<file path="config.mk">
export PLATFORM = sky130hd
export DESIGN_NAME = serial_code_lock
export DESIGN_NICKNAME = d
export VERILOG_FILES = /design/src/rtl/lock_pkg.sv /design/src/rtl/lock_next_state.sv /design/src/rtl/lock_progress_reg.sv /design/src/rtl/lock_output_decode.sv /design/src/rtl/serial_code_lock.sv
export SDC_FILE = /design/constraint.sdc
export NUM_CORES = 1
export LEC_CHECK = 0
export BUFFER_PORTS_ARGS = -buffer_cell sky130_fd_sc_hd__buf_2
export CORE_AREA = 8 8 45 47
export CTS_CLUSTER_SIZE = 28
export DETAILED_ROUTE_END_ITERATION = 10
export DIE_AREA = 0 0 53 55
export HOLD_SLACK_MARGIN = 0.03
export PLACE_DENSITY = 0.4
export SLEW_MARGIN = 40
export SYNTH_ARGS = -nofsm -noshare
export SYNTH_HDL_FRONTEND = slang
export SYNTH_SLANG_ARGS = --single-unit
</file>
<file path="constraint.sdc">
create_clock -name clk -period 1.05 [get_ports clk]
set_input_delay 0.0525 -clock clk [delete_from_list [all_inputs] [get_ports clk]]
set_output_delay 0.0525 -clock clk [all_outputs]
set_load 0.02 [all_outputs]
</file>
<file path="src/rtl/lock_pkg.sv">
`timescale 1ns/1ps
package lock_pkg;

  // Bit idx of the code, idx 0 being the first bit received (stored at MSB).
  function automatic logic code_bit(input logic [31:0] key, input int len, input int idx);
    return key[len-1-idx];
  endfunction

  // Progress after seeing prefix of length k followed by x:
  // longest suffix of that stream (capped at len-1) that is also a code prefix.
  function automatic int advance(input logic [31:0] key, input int len,
                                 input int k, input logic x);
    int  best;
    int  pos;
    logic ok;
    logic sb;
    best = 0;
    for (int l = 1; l <= k + 1; l++) begin
      if (l <= len - 1) begin
        ok = 1'b1;
        for (int i = 0; i < l; i++) begin
          pos = k + 1 - l + i;
          sb  = (pos == k) ? x : code_bit(key, len, pos);
          if (sb != code_bit(key, len, i)) ok = 1'b0;
        end
        if (ok) best = l;
      end
    end
    return best;
  endfunction

endpackage

</file>
<file path="src/rtl/lock_next_state.sv">
`timescale 1ns/1ps
module lock_next_state #(
  parameter int          KEY_LEN = 8,
  parameter logic [31:0] KEY     = 32'b0110_1110,
  parameter int          W       = 3
) (
  input  logic [W-1:0] progress,
  input  logic         bit_in,
  output logic [W-1:0] progress_next
);
  import lock_pkg::*;

  localparam int NUM_CODES = 1 << W;

  logic [W-1:0] on_zero [NUM_CODES];
  logic [W-1:0] on_one  [NUM_CODES];

  for (genvar s = 0; s < NUM_CODES; s++) begin : g_state
    if (s < KEY_LEN) begin : g_used
      localparam int NXT0 = advance(KEY, KEY_LEN, s, 1'b0);
      localparam int NXT1 = advance(KEY, KEY_LEN, s, 1'b1);
      assign on_zero[s] = W'(NXT0);
      assign on_one[s]  = W'(NXT1);
    end else begin : g_unused
      // Unreachable encodings recover to the no-progress state.
      assign on_zero[s] = '0;
      assign on_one[s]  = '0;
    end
  end

  assign progress_next = bit_in ? on_one[progress] : on_zero[progress];

endmodule

</file>
<file path="src/rtl/lock_progress_reg.sv">
`timescale 1ns/1ps
module lock_progress_reg #(
  parameter int W = 3
) (
  input  logic         clk,
  input  logic         rst,
  input  logic [W-1:0] d,
  output logic [W-1:0] q
);
  always_ff @(posedge clk) begin
    if (rst) q <= '0;
    else     q <= d;
  end
endmodule

</file>
<file path="src/rtl/lock_output_decode.sv">
`timescale 1ns/1ps
module lock_output_decode #(
  parameter int          KEY_LEN = 8,
  parameter logic [31:0] KEY     = 32'b0110_1110,
  parameter int          W       = 3
) (
  input  logic [W-1:0] progress,
  input  logic         bit_in,
  output logic         hint,
  output logic         unlock
);
  import lock_pkg::*;

  localparam int NUM_CODES = 1 << W;
  localparam logic [W-1:0] FINAL_STATE = W'(KEY_LEN - 1);

  logic want_bit [NUM_CODES];
  logic in_use   [NUM_CODES];

  for (genvar s = 0; s < NUM_CODES; s++) begin : g_want
    if (s < KEY_LEN) begin : g_used
      localparam logic WB = code_bit(KEY, KEY_LEN, s);
      assign want_bit[s] = WB;
      assign in_use[s]   = 1'b1;
    end else begin : g_unused
      assign want_bit[s] = 1'b0;
      assign in_use[s]   = 1'b0;
    end
  end

  assign hint   = in_use[progress] && (bit_in == want_bit[progress]);
  assign unlock = (progress == FINAL_STATE) && (bit_in == KEY[0]);

endmodule

</file>
<file path="src/rtl/serial_code_lock.sv">
`timescale 1ns/1ps
module serial_code_lock #(
  parameter int          KEY_LEN = 8,
  parameter logic [31:0] KEY     = 32'b0110_1110
) (
  input  logic clk,
  input  logic rst,
  input  logic bit_in,
  output logic unlock,
  output logic hint
);
  localparam int STATE_W = (KEY_LEN > 2) ? $clog2(KEY_LEN) : 1;

  logic [STATE_W-1:0] progress_q;
  logic [STATE_W-1:0] progress_d;

  lock_next_state #(.KEY_LEN(KEY_LEN), .KEY(KEY), .W(STATE_W)) next_i (
    .progress      (progress_q),
    .bit_in        (bit_in),
    .progress_next (progress_d)
  );

  lock_progress_reg #(.W(STATE_W)) state_i (
    .clk (clk),
    .rst (rst),
    .d   (progress_d),
    .q   (progress_q)
  );

  lock_output_decode #(.KEY_LEN(KEY_LEN), .KEY(KEY), .W(STATE_W)) out_i (
    .progress (progress_q),
    .bit_in   (bit_in),
    .hint     (hint),
    .unlock   (unlock)
  );

endmodule

</file>
==> impl_metrics.toml <==
[outcome]
status = "complete, but fails checks"
violations = "negative setup slack"

[cts]
clk_pin_slew_ns = 0.03
root_buffer = "clkbuf_4"
h-tree-depth = 1
cts_inserted_buffers = 3
clock_path_buffers = 2
cts_tree = "built"
clk_latency_ns = 0.23
cts.sinks = 3

[critical_path]
cp.arrival_ns = 1.27
crit_required_ns = 1.00
path_class = "reg -> out"
slowest_stage = "dfxtp_4"
critPathCapture = "unlock"
r2r_end = "state_i.q[2]$_SDFF_PP0_"
critPathLaunchType = "flop"
worstReg2RegStart = "state_i.q[0]$_SDFFE_PP0P_"
critical_path.cell_chain = "ha_2, nor2b_2, and2_1, buf_2"
critPathMaxFanout = 3
critical_path.startpoint = "state_i.q[1]$_SDFF_PP0_"
slowest_delay_ns = 0.36
critPathCaptureType = "output port"
r2r_cells = 5
reg2reg_setup_slack_ns = -0.18

[logic_synthesis]
synth_seq_cells = 3
yosys-top-cells-area = "dfxtp_1 28%, ha_1 18%, or3b_1 8.2%"
synth_warnings = 0
synthCells = 22
yosysUniqueCellTypes = 15
syn-cell-area_um2 = 213
synthesis.nets = 28
yosysSeqAreaShare = 0.282
avgSynthCellArea_um2 = 9.67
yosys.area.top_type = "dfxtp_1"
synth_top_area_frac = 0.282

[layout]
largest_reg_flops = 3
finalNonFillerCells = 49
final_net_count = 40
nFillCells = 139
layout-drive-gt1-share = 0.667
final_area_um2 = 368
top_register = "state_i.q"
reg_top3 = "state_i.q x3"
area_delta_synth_final_pct = 72.9
diodes = 0

[sta]
max_slew_margin = 0.840
tns_ns = -0.858
hold_violations = 0
min_period_ns = 1.32
worst_pin_slew_ns = 0.237
worst_slack_ns = -0.268
setup_viol = 4
rsz0062_at_grt = "true"
report.final.slew_viol_count = 0
skew_ns = 0.00224
fmax_mhz = 759
layout_worst_path_cycle_share = 1.25

[power_and_ir_drop]
leakagePower_nw = 0.146
ir_worst_vdd_mv = 0.395
powerDensity_nw_per_um2 = 1120
p_total_w = 0.000413

[floorplan]
rows = 14
die-area_um2 = 2920
core_um2 = 1380
die_h_um = 55
floorplan.initialDensity = 0.154
pin_count = 5
die_width_um = 53

[global_route]
grtUsageTotal = 0.0378
grt_pass1_vias = 198
grt_max_degree = 10
grt_first_pass_wirelength_um = 752
antenna_found_initial = 0
grt_overflow = 0

[placement]
post-dp-hpwl_um = 326
place_inst = 42
port_buffers = 4
gp_congestion = 0.656
placed_area_um2 = 258

[job]
cap_violations = 0

[route]
dr.pass1.iters = 4
drtIter0Drc = 1
vias = 193
postRouteAntennaNets = 0
drc = 0
routedWlPerCell_um = 9.37
routed_wl_um = 459
viasPerCell = 3.94

[hold_path]
hp-class = "in -> reg"
==> critical path: cells and delay by family (launching register included) <==
kind                     cells  cell delay (ns)
flip-flops                   1             0.36
buffers and inverters        1             0.16
adder cells (fa/ha/maj)      1             0.21
AND/OR/NAND/NOR              2             0.31
==> cell usage in the layout (no fill, tap or decap), types with 2 or more instances in the layout <==
cell type and instances:
nand2_1 2, dfxtp_2 2, buf_2 3, buf_4 2, clkbuf_4 3, buf_6 2
==> logic make-up (layout without fill, tap and decap cells) <==
family	count (synthesis)	in the layout	share of synthesized area
AO/OA/AOI/OAI	3	3	0.100
XOR/XNOR	1	1	0.0412
AND/OR/NAND/NOR	9	9	0.282
buffers and inverters	2	13	0.0706
adder cells (fa/ha/maj)	3	3	0.176
multiplexers	1	1	0.0471
flip-flops	3	3	0.282
==> layer usage <==
layer,GRT usage,share of wire
met5,0,0
met4,0.0517,0
met3,0.0187,0.072
met2,0.0527,0.56
met1,0.0351,0.37
==> power breakdown <==
group	switching, W	total [W]	internal, W
clock	0.0000521	0.000194	0.000142
sequential	0.00000618	0.000125	0.000119
combinational	0.0000398	0.0000940	0.0000541
total	0.0000981	0.000413	0.000315
==> how the worst min path moves through the flow <==
stage,from,to,slack [ns],cells after the start
final,bit_in,state_i.q[1]$_SDFF_PP0_,0.18,2
after global routing,bit_in,state_i.q[1]$_SDFF_PP0_,0.18,2
after CTS,bit_in,state_i.q[1]$_SDFF_PP0_,0.17,2
after detailed placement,rst,state_i.q[2]$_SDFF_PP0_,0.27,2
after global placement,rst,state_i.q[2]$_SDFF_PP0_,0.27,2
after floorplan,rst,state_i.q[2]$_SDFF_PP0_,0.12,1
==> cell type report <==
cell class	count	area (µm²)	share of cell area
multi-input cells	17	189	0.514
flip-flops and latches	3	66.3	0.180
repair buffers	8	62.6	0.170
clock buffers	4	26.3	0.0714
well taps	16	20.0	0.0544
inverters	1	3.75	0.0102
==> Yosys cell counts, drive strengths merged <==
cell type	number
ha	3
o41ai	1
o211ai	1
and2	1
inv	1
mux2i	1
nor3b	1
nand4b	1
nand2	2
nor2b	2
a21oi	1
buf	1
xnor2	1
or3b	2
dfxtp	3
==> repair_timing <==
action / in CTS / in global routing
hold buffers: 1 / 0
pin swaps: 3 / 2
gates resized for setup: 10 / 5
setup endpoints to repair: 4 / 4
hold endpoints to repair: 2 / 0
setup buffers: 1 / 1
==> through the flow <==
step                      setup WS, ns  utilization  hold slack, ns
after floorplan                -0.0590            -           0.122
after global placement          -0.212        0.186           0.269
after detailed placement        -0.218        0.186           0.270
after CTS                       -0.271        0.247           0.168
after global routing            -0.341        0.266           0.185
final                           -0.268        0.266           0.177
(Power assumes the default switching activity.)
